**config.mk**
```make
export PLATFORM = sky130hd
export DESIGN_NAME = trace_capture_buf
export DESIGN_NICKNAME = d
export VERILOG_FILES = /design/src/rtl/tcb_pkg.sv /design/src/rtl/tcb_ctrl.sv /design/src/rtl/tcb_store.sv /design/src/rtl/trace_capture_buf.sv
export SDC_FILE = /design/constraint.sdc
export NUM_CORES = 1
export LEC_CHECK = 0
export BUFFER_PORTS_ARGS = -buffer_cell sky130_fd_sc_hd__buf_2
export CORE_MARGIN = 10
export CORE_UTILIZATION = 30
export CTS_CLUSTER_DIAMETER = 120
export DETAILED_ROUTE_END_ITERATION = 7
export PLACE_DENSITY = 0.44
export SETUP_SLACK_MARGIN = 0.05
export SYNTH_ARGS = -nofsm -noshare
export SYNTH_HDL_FRONTEND = slang
export SYNTH_SLANG_ARGS = --single-unit
```
**constraint.sdc**
```tcl
create_clock -name clk -period 2.3 [get_ports clk]
set_input_delay 0.115 -clock clk [delete_from_list [all_inputs] [get_ports clk]]
set_output_delay 0.115 -clock clk [all_outputs]
set_load 0.03 [all_outputs]
```
**src/rtl/tcb_pkg.sv**
```systemverilog
package tcb_pkg;

    typedef enum logic [1:0] {
        TCB_BEGIN = 2'b00,
        TCB_END   = 2'b01,
        TCB_DATA  = 2'b10
    } tcb_mode_e;

    function automatic logic is_data_mode(input logic [1:0] m);
        return m[1];
    endfunction

endpackage

```
**src/rtl/tcb_ctrl.sv**
```systemverilog
module tcb_ctrl #(
    parameter int DEPTH = 8
) (
    input  logic                         clk,
    input  logic                         rst_n,
    input  logic                         arm_set,
    input  logic                         arm_clr,
    input  logic [1:0]                   mode_i,
    input  logic                         cap_valid,
    input  logic                         trig_begin,
    input  logic                         trig_end,
    input  logic                         rd_en,
    output logic                         armed_o,
    output logic [$clog2(DEPTH+1)-1:0]   count_o,
    output logic                         wr_en_o,
    output logic [$clog2(DEPTH)-1:0]     wr_addr_o,
    output logic                         pad_wr_o,
    output logic                         rd_fire_o,
    output logic                         rd_zero_o,
    output logic [$clog2(DEPTH)-1:0]     rd_addr_o
);
    import tcb_pkg::*;

    localparam int CW = $clog2(DEPTH + 1);
    localparam int AW = $clog2(DEPTH);
    localparam logic [CW-1:0] FULL_CNT = CW'(DEPTH);
    localparam logic [AW-1:0] PAD_PTR  = AW'(DEPTH - 1);

    typedef struct packed {
        logic          armed;
        logic [1:0]    mode;
        logic          capturing;
        logic [CW-1:0] cnt;
        logic [AW-1:0] rdp;
    } ctrl_t;

    ctrl_t st_d, st_q;
    logic  store;
    logic  active;

    always_comb begin
        st_d      = st_q;
        store     = 1'b0;
        active    = 1'b0;
        pad_wr_o  = 1'b0;
        rd_fire_o = 1'b0;
        rd_zero_o = 1'b0;

        if (rd_en) begin
            if (st_q.armed) begin
                rd_zero_o = 1'b1;
            end else begin
                rd_fire_o = 1'b1;
                st_d.rdp  = st_q.rdp + AW'(1);
            end
        end

        if (arm_set) begin
            st_d.armed     = 1'b1;
            st_d.mode      = mode_i;
            st_d.capturing = 1'b0;
            st_d.cnt       = '0;
            st_d.rdp       = '0;
        end else if (st_q.armed) begin
            if (arm_clr) begin
                st_d.armed     = 1'b0;
                st_d.capturing = 1'b0;
                st_d.rdp       = PAD_PTR;
                pad_wr_o       = 1'b1;
            end else begin
                if (is_data_mode(st_q.mode)) begin
                    active = trig_begin;
                end else if (st_q.mode == TCB_END) begin
                    active = 1'b1;
                end else begin
                    active = st_q.capturing | trig_begin;
                    if (trig_begin) begin
                        st_d.capturing = 1'b1;
                    end
                end
                store = cap_valid & active;
                if (store) begin
                    st_d.cnt = st_q.cnt + CW'(1);
                    if (st_q.cnt + CW'(1) == FULL_CNT) begin
                        st_d.armed     = 1'b0;
                        st_d.capturing = 1'b0;
                    end
                end
                if ((st_q.mode == TCB_END) && trig_end) begin
                    st_d.armed = 1'b0;
                end
            end
        end
    end

    always_ff @(posedge clk or negedge rst_n) begin
        if (!rst_n) begin
            st_q <= '0;
        end else begin
            st_q <= st_d;
        end
    end

    assign armed_o   = st_q.armed;
    assign count_o   = st_q.cnt;
    assign wr_en_o   = store;
    assign wr_addr_o = st_q.cnt[AW-1:0];
    assign rd_addr_o = st_q.rdp;

endmodule

```
**src/rtl/tcb_store.sv**
```systemverilog
module tcb_store #(
    parameter int DEPTH = 8,
    parameter int WIDTH = 16
) (
    input  logic                     clk,
    input  logic                     rst_n,
    input  logic                     wr_en,
    input  logic [$clog2(DEPTH)-1:0] wr_addr,
    input  logic [WIDTH-1:0]         wr_data,
    input  logic                     pad_wr,
    input  logic                     rd_fire,
    input  logic                     rd_zero,
    input  logic [$clog2(DEPTH)-1:0] rd_addr,
    output logic [WIDTH-1:0]         rd_data
);
    localparam int AW = $clog2(DEPTH);

    logic [WIDTH-1:0] ent_q [DEPTH];
    logic [WIDTH-1:0] rd_d, rd_q;

    for (genvar g = 0; g < DEPTH; g++) begin : g_entry
        logic [WIDTH-1:0] ent_d;
        always_comb begin
            ent_d = ent_q[g];
            if (wr_en && (wr_addr == AW'(g))) begin
                ent_d = wr_data;
            end
            if (pad_wr && (g == DEPTH - 1)) begin
                ent_d = '0;
            end
        end
        always_ff @(posedge clk or negedge rst_n) begin
            if (!rst_n) begin
                ent_q[g] <= '0;
            end else begin
                ent_q[g] <= ent_d;
            end
        end
    end

    always_comb begin
        rd_d = rd_q;
        if (rd_zero) begin
            rd_d = '0;
        end else if (rd_fire) begin
            rd_d = ent_q[rd_addr];
        end
    end

    always_ff @(posedge clk or negedge rst_n) begin
        if (!rst_n) begin
            rd_q <= '0;
        end else begin
            rd_q <= rd_d;
        end
    end

    assign rd_data = rd_q;

endmodule

```
**src/rtl/trace_capture_buf.sv**
```systemverilog
module trace_capture_buf #(
    parameter int DEPTH = 8,
    parameter int WIDTH = 16
) (
    input  logic                       clk,
    input  logic                       rst_n,
    input  logic                       arm_set,
    input  logic                       arm_clr,
    input  logic [1:0]                 mode,
    input  logic                       cap_valid,
    input  logic [WIDTH-1:0]           cap_value,
    input  logic                       trig_begin,
    input  logic                       trig_end,
    input  logic                       rd_en,
    output logic [WIDTH-1:0]           rd_data,
    output logic                       armed,
    output logic [$clog2(DEPTH+1)-1:0] count
);
    localparam int AW = $clog2(DEPTH);

    logic          wr_en, pad_wr, rd_fire, rd_zero;
    logic [AW-1:0] wr_addr, rd_addr;

    tcb_ctrl #(.DEPTH(DEPTH)) u_ctrl (
        .clk       (clk),
        .rst_n     (rst_n),
        .arm_set   (arm_set),
        .arm_clr   (arm_clr),
        .mode_i    (mode),
        .cap_valid (cap_valid),
        .trig_begin(trig_begin),
        .trig_end  (trig_end),
        .rd_en     (rd_en),
        .armed_o   (armed),
        .count_o   (count),
        .wr_en_o   (wr_en),
        .wr_addr_o (wr_addr),
        .pad_wr_o  (pad_wr),
        .rd_fire_o (rd_fire),
        .rd_zero_o (rd_zero),
        .rd_addr_o (rd_addr)
    );

    tcb_store #(.DEPTH(DEPTH), .WIDTH(WIDTH)) u_store (
        .clk    (clk),
        .rst_n  (rst_n),
        .wr_en  (wr_en),
        .wr_addr(wr_addr),
        .wr_data(cap_value),
        .pad_wr (pad_wr),
        .rd_fire(rd_fire),
        .rd_zero(rd_zero),
        .rd_addr(rd_addr),
        .rd_data(rd_data)
    );

endmodule

```
# Yosys cells after proc, flatten, opt, wreduce, memory -nomap -nowiden
# Index checks and enable logic that the tools add are counted.
[totals] ff_bits=155 out_inout_bits=21 elab_cells=85
[classes] add_sub_neg=2 magnitude_cmp=1 eq_ne=10 mux=40 bitwise_logic=3 reduce_logical=15
[ops] cell="two-way mux 16 bit" count=6
[ops] cell="binary-select mux 16 bit (select 3 bit)" count=1
[ops] cell="two-way mux 1 bit" count=26
[ops] cell="two-way mux 8 bit" count=2
[ops] cell="== test 3 bit (second input constant)" count=4
[ops] cell="logical AND 1 bit" count=9
[ops] cell="two-way mux 3 bit" count=3
[ops] cell="nonzero test 2 bit" count=4
[ops] cell="== test 3 x 2 -> 1 bit (second input constant)" count=2
[ops] cell="two-way mux 5 bit" count=1
[ops] cell="adder 4 x 1 -> 4 bit (second input constant)" count=1
[ops] cell="== test 4 bit (second input constant)" count=1
[ops] cell=">= comparator 4 bit (second input constant)" count=1
[ops] cell="two-way mux 4 bit" count=1
[ops] cell="NOT 3 -> 4 bit" count=1
[ops] cell="adder 3 x 1 -> 3 bit (second input constant)" count=1
[ops] cell="== test 3 x 1 -> 1 bit (second input constant)" count=1
[ops] cell="logical NOT 3 bit" count=1
[ops] cell="AND reduction 3 bit" count=1
[ops] cell="== test 2 x 1 -> 1 bit (second input constant)" count=1
[ops] cell="inequality test 2 bit (second input constant)" count=1
[ops] cell="AND 1 bit" count=1
[ops] cell="OR 1 bit" count=1

# Logic depth before layout (Yosys ltp)
# Gate-level depths: netlist (run 1).
[logic_depth] depth_word=13 ltp_mapped=7 mapped_depth_nobuf=5

# Cells and area by module
# From an unflattened synthesis (run 1), not the netlist that was laid out.
[unflattened] hier_cells=500 hier_area_um2=7150.6
[modules_own_cells] mod="tcb_store" n_inst=1 cells_each=427 area_per_inst_um2=6444.9 seq_area_each_um2=3603.5
[modules_own_cells] mod="tcb_ctrl" n_inst=1 cells_each=73 area_per_inst_um2=705.7 seq_area_each_um2=275.3

# Least setup slack after synthesis (run 1)
# OpenSTA, ideal clock, no wires.
[synth_path] kind="reg-to-reg" start="register u_ctrl.st_q (netlist bit u_ctrl.armed_o)" end="register u_store.ent_q[21] in the netlist's numbering" arrival_time_ns=1.548 required_ns=2.175 path_slack_ns=0.627 path_stages_with_launch=5 path_buffers=2 period_less_slack_ns=1.673 cell_sequence="dfrtp_1 -> buf_2 -> nand4_4 -> buf_6 -> mux2_4"
[synth_via] elab_chain_cells=3
[synth_rtl] element="start, declared" line_no="tcb_ctrl.sv:37" source="ctrl_t st_d, st_q;"
[synth_rtl] element="start signal, assigned" line_no="tcb_ctrl.sv:100" source="st_q <= st_d;"
[synth_rtl] element="two-way mux 1 bit" line_no="tcb_ctrl.sv:64" source="end else if (st_q.armed) begin"
[synth_rtl] element="two-way mux 1 bit" line_no="tcb_ctrl.sv:58" source="if (arm_set) begin"
[synth_rtl] element="logical AND 1 bit" line_no="tcb_store.sv:25" source="if (wr_en && (wr_addr == AW'(g))) begin"
[synth_rtl] element="end signal, assigned by index" line_no="tcb_store.sv:36" source="ent_q[g] <= ent_d;"
[synth_rtl] element="end, declared" line_no="tcb_store.sv:18" source="logic [WIDTH-1:0] ent_q [DEPTH];"
# Every way passes these cells.
# A chain may end at the register's enable or synchronous reset.

# Worst setup path in the final report (run 1)
[layout_path] start="register u_ctrl.st_q (netlist bit u_ctrl.count_o[0])" end="register u_store.ent_q[54] in the netlist's numbering"
[layout_via] elab_chain_cells=2
[layout_rtl] element="== test 3 bit" line_no="tcb_store.sv:25"
[layout_rtl] element="logical AND 1 bit" line_no="tcb_store.sv:25"
# Every way passes these cells.

==> results.md, run 1 <==
- Final hold violations: 0
- Final TNS setup: 0 ns
- Worst Reg-to-Reg Cells: 5
- DR iter-0 viols: 240
- Row Count: 57
- Mux contribution to synthesized area: 28.71%
- Final #Nets: 601
- Global routing's busiest layer: met2
- DR vias: 4342
- Synth warn: 0
- CTS Root Cell: clkbuf_16
- Fraction of registers with async set/reset: 100.0%
- PwrDens: 779.4 nW/µm²
- Max_slew headroom: 48.42%
- Global-route usage over all layers: 11.90%
- Number of antenna violations at the first check in global routing: 1
- Seq/Total Area, Yosys: 52.67%
- Fmax: 515.4 MHz
- TritonCTS clock tree: done
- H-tree depth: 4
- GPL Wtd Cong: 0.7293
- Placed insts: 870
- Syn Inst Count: 515
- Setup CP Type: reg -> reg
- Distinct cells, synth: 43
- Min-Delay Path Class: in -> reg
- Clock period minus worst slack: 1.940 ns
- Post-synth EDFFs: 0
- Io pins: 47
- Most frequent cells in the layout: dfrtp_1, mux2_2, buf_2
- Arr. time, crit path: 2.24 ns
- Post-DRT Antenna Nets: 0
- Largest net degree at the start of global routing: 48
- Initial core utilization: 30.37%
- Grt met2 use: 19.72%
- Num CTS Buffers: 17
- # fillers: 2418
- Initial DRT Pass Iterations: 5
- Vias in the first global route: 4843
- RR Endpoint: u_store.ent_q[54]$_DFFE_PN0P_
- Worst Hold Endpoint: u_store.ent_q[4]$_DFFE_PN0P_
- Worst EP required: 2.60 ns
- Die area: 31220 µm²
- Worst hold path depth: 2
- Kind of start point of the critical path: register
- Fin crit share: 84.35%
- Outcome: completed
- Largest family of logic cells by synthesized area: multiplexers
- Port-buffer cells: 46
- Clock tree sinks: 155
- Synth Register Bits: 155
- Gr ovfl total: 0
- Clock slew at reported path FFs: 0.06 ns
- Max-slew violation count: 0
- First-pass GRT wire length: 28120 µm
- Routed vias/inst: 4.808
- Net Count, Synth: 548
- Post-Synth Simple-Gate Area: 6.422%
- Reg2reg start: u_ctrl.count_o[0]$_DFFE_PN0P_
- Max Cap Viol: 0
- Final setup fails: 0
- Top FF cell, synth: dfrtp_1
- Synth Area in Compound Gates: 6.592%
- Avg Cell Area, Syn: 14.30 µm²
- # DRC: 0
- Clock tree buffer depth: 2
- Die height: 176.7 µm
- Reg-to-reg setup timing slack: 0.36 ns
- Core ar.: 24250 µm²
- Pleak: 4.118 nW
- Hpwl dp: 11190 µm
- Layout cell share with drive strength beyond 1: 40.48%
- Setup bufs post-CTS: 0
- Worst Tran Pin Value: 0.7709 ns
- Clk_lat worst skew: 0.42 ns
- Post-synthesis cell area: 7365 µm²
- Total wire length: 17850 µm
- Crit Path Max Fanout: 16
- Most common cell after layout, fill and taps aside: dfrtp_1
- Critical hold path startpoint: cap_value[4]
- Worst VDD drop: 0.0003918 V
- P&R area growth vs syn: 16.34%
- Met1 Use GR: 15.19%
- Crit end category: register
- Synth Area in Adders: 1.189%
- Setup Skew: 0.01145 ns
- Wire per inst: 19.77 µm
- Met3 Use GR: 3.030%
- Die Wd: 176.7 µm
- RSZ-0062 raised after global routing: no
- Cell Count, Final, Fillers Out: 903
- Post-Synth XOR/XNOR Area: 0.1189%
-- worst max path at each step --
| stage | startpoint | to | depth (start not counted) |
|---|---|---|---|
| floorplan | u_ctrl.armed_o$_DFF_PN0_ | u_store.ent_q[21]$_DFFE_PN0P_ | 4 |
| global placement | u_ctrl.st_q[9]$_DFFE_PN0P_ | u_store.ent_q[23]$_DFFE_PN0P_ | 4 |
| detailed placement | u_ctrl.st_q[9]$_DFFE_PN0P_ | u_store.ent_q[54]$_DFFE_PN0P_ | 4 |
| CTS | u_ctrl.st_q[9]$_DFFE_PN0P_ | u_store.ent_q[29]$_DFFE_PN0P_ | 4 |
| global route | u_ctrl.count_o[0]$_DFFE_PN0P_ | u_store.ent_q[29]$_DFFE_PN0P_ | 5 |
| finish | u_ctrl.count_o[0]$_DFFE_PN0P_ | u_store.ent_q[54]$_DFFE_PN0P_ | 5 |
-- cells by family after synthesis --
logic type      Yosys count
fa+ha+maj                 7
simple gates             68
compound gates           67
flops                   155
xor+xnor                  1
mux                     162
buf+inv                  55
-- cell usage after synthesis (4+ instances only) --
cell | count | area, µm²
clkbuf_1 | 7 | 26.28
a22oi_1 | 16 | 120.1
a21oi_1 | 6 | 30.03
nand2_1 | 4 | 15.01
mux4_2 | 16 | 360.4
inv_1 | 20 | 75.07
mux2_2 | 72 | 810.8
nor2_1 | 7 | 26.28
nand3_1 | 18 | 90.09
o21ai_0 | 18 | 90.09
buf_6 | 6 | 67.56
buf_2 | 9 | 45.04
mux2_4 | 40 | 600.6
ha_1 | 7 | 87.58
nand4_4 | 4 | 85.08
nand2b_1 | 16 | 100.1
a22o_1 | 16 | 140.1
dfrtp_1 | 155 | 3879
buf_4 | 10 | 75.07
mux2i_1 | 32 | 320.3
-- state kept, by name, summed over array words and instances (netlist names) --
| signal | cells |
|---|---|
| u_ctrl.st_q | 3 |
| u_store.ent_q | 128 |
| u_ctrl.count_o | 4 |
| u_store.rd_data | 16 |
| u_ctrl.armed_o | 1 |
| u_ctrl.rd_addr_o | 3 |
-- power breakdown --
part           internal (mW)  switching [mW]
combinational          0.366           0.483
sequential              2.91          0.0901
clock                   1.75            1.09
-- what timing repair did --
item / 4_1_cts / 5_1_grt
resized for setup: 0 / 0
setup endpoints to repair: 0 / 0
hold buffers: 3 / 0
hold endpoints to repair: 46 / 0
-- per-stage QoR --
step	area [µm²]	total power, mW	hold slack (ns)	setup slack, ns	util, %
CTS	8566	6.780	0.01139	0.3634	35.33
global placement	7954	3.887	0.08523	0.4196	32.80
detailed placement	7954	3.910	0.09154	0.3712	32.80
finish	8568	6.678	0.02649	0.3599	35.34
global route	8566	6.988	0.03297	0.2863	35.33
floorplan	7365	3.586	-0.1806	0.6269	-
-- final cells by class --
| class | count | area [µm²] | area share (%) |
|---|---|---|---|
| repair buffers | 69 | 454.2 | 5.301 |
| well taps | 324 | 405.4 | 4.731 |
| clock inverters | 7 | 117.6 | 1.373 |
| inverters | 20 | 75.07 | 0.8762 |
| diodes | 1 | 2.502 | 0.02921 |
| clock buffers | 22 | 464.2 | 5.418 |
| multi-input cells | 305 | 3169 | 36.99 |
| flip-flops and latches | 155 | 3880 | 45.28 |
-- metal layers --
metal / part of all wire (%) / up-vias
met4: 1.2 / 0
met5: 0 / -
met1: 48 / 2290
met3: 2.9 / 13
li1: - / 1985
met2: 48 / 54
-- worst max-delay path, cell delays in order (launching register included) --
cell and delay [ns]:
dfrtp_1 0.43, inv_1 0.13, ha_1 0.14, and2_1 0.24, nand4_4 0.42, mux2_4 0.44
Note: power is estimated with default switching activity, not from simulation.
==> run 2, diff against run 1 <==
- PLACE_DENSITY: 0.44 -> 0.46
- clock period: 2.3 -> 1.6 ns (I/O delays scaled with it)
==> run 2 against run 1 <==
  * The flow now finishes with violations (negative hold slack, negative setup slack)
  * Critical path depth is 1 higher
  * Total power is 53% higher
  * Register-to-register slack worse by 0.43 ns
  * Die area stayed put
  * Count of clock-buffer cells in the layout is 5 lower
  * Worst setup slack worse by 0.43 ns
  * First-iteration DRC count is 7.5% lower
  * Sequential power is 44% higher
  * Largest cell class unchanged
  * Largest power group unchanged
==> results.md, run 2 (synthesis results as in run 1) <==
- Outcome: finished with violations
- Violated checks: negative hold slack, negative setup slack
- Initial core utilization: 30.37%
- Port-buffer cells: 46
- Total design power: 10.19 mW
- P&R area growth vs syn: 33.04%
- Clock period minus worst slack: 1.668 ns
- Num CTS Buffers: 17
- Critical Path, Cell by Cell: o21ba_4 > buf_6 > o211a_1 > o211ai_4 > clkbuf_16 > a22o_1
- Layout cell share with drive strength beyond 1: 52.80%
- Slowest stage delay, CP: 0.39 ns
- Routed vias/inst: 4.767
- CTS Root Cell: clkbuf_16
- Setup CP Type: reg -> reg
- Final #Nets: 662
- Setup Skew: 0.01142 ns
- Crit end category: register
- Placement Setup Slack: -0.05946 ns
- Global routing's busiest layer: met2
- Clock tree buffer depth: 2
- DR iter-0 viols: 222
- Largest net degree at the start of global routing: 53
- Global-route usage over all layers: 12.45%
- # fillers: 2256
- Setup crit start: u_ctrl.st_q[8]$_DFFE_PN0P_
- Post-DRT Antenna Nets: 0
- Max_slew headroom: 63.87%
- Clock slew at reported path FFs: 0.06 ns
- Crit Path Max Fanout: 8
- Worst Hold Endpoint: u_store.ent_q[13]$_DFFE_PN0P_
- Max-slew violation count: 0
- Core ar.: 24250 µm²
- Die area: 31220 µm²
- PwrDens: 1040 nW/µm²
- Worst Reg-to-Reg Cells: 6
- Clk_lat worst skew: 0.43 ns
- TritonCTS clock tree: done
- Final hold violations: 1
- Largest Register: u_store.ent_q
- RSZ-0062 raised after global routing: yes
- Hpwl dp: 12190 µm
- Min-Delay Path Class: in -> reg
- Die Wd: 176.7 µm
- Total wire length: 18950 µm
- Clock tree sinks: 155
- # DRC: 0
- Wire per inst: 19.60 µm
- Reg-to-reg setup timing slack: -0.07 ns
- Worst Slack Setup Final: -0.06777 ns
- Grt met2 use: 20.99%
- DR vias: 4610
- Row Count: 57
- Worst EP required: 1.96 ns
- Max FFs per register: 128
- Number of antenna violations at the first check in global routing: 1
- RR Endpoint: u_store.ent_q[10]$_DFFE_PN0P_
- Most frequent cells in the layout: dfrtp_1, mux2_4, mux2_2
- Critical hold path startpoint: cap_value[13]
- First-pass GRT wire length: 30040 µm
- Arr. time, crit path: 2.03 ns
- Fin crit share: 104.2%
- Worst VDD drop: 0.0004510 V
- Initial DRT Pass Iterations: 4
- Kind of start point of the critical path: register
- Worst Tran Pin Value: 0.5420 ns
- CP max stage cell: dfrtp_1
- Met1 Use GR: 15.45%
- GPL Wtd Cong: 0.7432
- Gr ovfl total: 0
- Io pins: 47
- Fmax: 599.6 MHz
- H-tree depth: 4
- Die height: 176.7 µm
- Worst hold path depth: 2
- Final setup fails: 57
- Vias in the first global route: 5210
- Pleak: 4.700 nW
- Reg2reg start: u_ctrl.st_q[8]$_DFFE_PN0P_
- Met3 Use GR: 2.475%
- Max Cap Viol: 0
- Most common cell after layout, fill and taps aside: dfrtp_1
- Hold_ws: -0.0005064 ns
-- run 2: routing by layer --
| metal | share of wire, % | vias to the layer above |
|---|---|---|
| li1 | - | 2107 |
| met1 | 45 | 2422 |
| met2 | 50 | 61 |
| met3 | 3.1 | 20 |
| met4 | 1.3 | 0 |
| met5 | 0 | - |
-- run 2: per-stage QoR --
stage                     std cells  setup TNS, ns  utilization (%)  hold WS [ns]  instance area, µm²
after CTS                       960         -1.133            38.81       0.01003                9412
final                           967         -1.289            40.41    -0.0005064                9798
after floorplan                 515         -1.230                -       -0.2156                7413
after detailed placement        902         -3.050            34.71       0.08654                8417
after global placement          902         -1.051            34.71       0.07724                8417
after global routing            967         -5.653            40.41       0.03496                9798
-- run 2: what timing repair did --
item	in CTS	in global routing
gates resized for setup	35	64
setup buffers	6	4
setup endpoints to repair	140	149
hold endpoints to repair	109	0
pin swaps	5	22
hold buffers	19	0
cloned	1	3
-- run 2: cell type report --
| class | instances | area, µm² | area share (%) |
|---|---|---|---|
| flip-flops and latches | 155 | 3884 | 39.64 |
| clock inverters | 15 | 192.7 | 1.967 |
| diodes | 1 | 2.502 | 0.02554 |
| well taps | 324 | 405.4 | 4.137 |
| clock buffers | 17 | 425.4 | 4.342 |
| multi-input cells | 306 | 3553 | 36.27 |
| inverters | 20 | 75.07 | 0.7662 |
| repair buffers | 129 | 1260 | 12.86 |
-- run 2: where the power goes --
group          leakage (nW)  total (mW)  switching, mW  internal, mW
sequential             2.10        4.33          0.153          4.18
clock                 0.297        4.21           1.72          2.48
combinational          2.30        1.66          0.821         0.839
-- run 2: worst max path at each step --
| stage | end | slack [ns] | cells past startpoint |
|---|---|---|---|
| 3_3_place_gp | u_store.ent_q[63]$_DFFE_PN0P_ | -0.04 | 5 |
| 4_1_cts | u_store.ent_q[18]$_DFFE_PN0P_ | -0.03 | 6 |
| 2_1_floorplan | u_store.ent_q[64]$_DFFE_PN0P_ | -0.02 | 6 |
| 3_5_place_dp | u_store.ent_q[70]$_DFFE_PN0P_ | -0.06 | 5 |
| 6_report | u_store.ent_q[10]$_DFFE_PN0P_ | -0.07 | 6 |
| 5_1_grt | u_store.ent_q[2]$_DFFE_PN0P_ | -0.11 | 6 |
-- run 2: critical path, delay by kind of cell, from the launching register on --
family / cells / cell delay, ns
AO/OA/AOI/OAI: 4 / 0.87
flip-flops: 1 / 0.39
buffers and inverters: 2 / 0.33
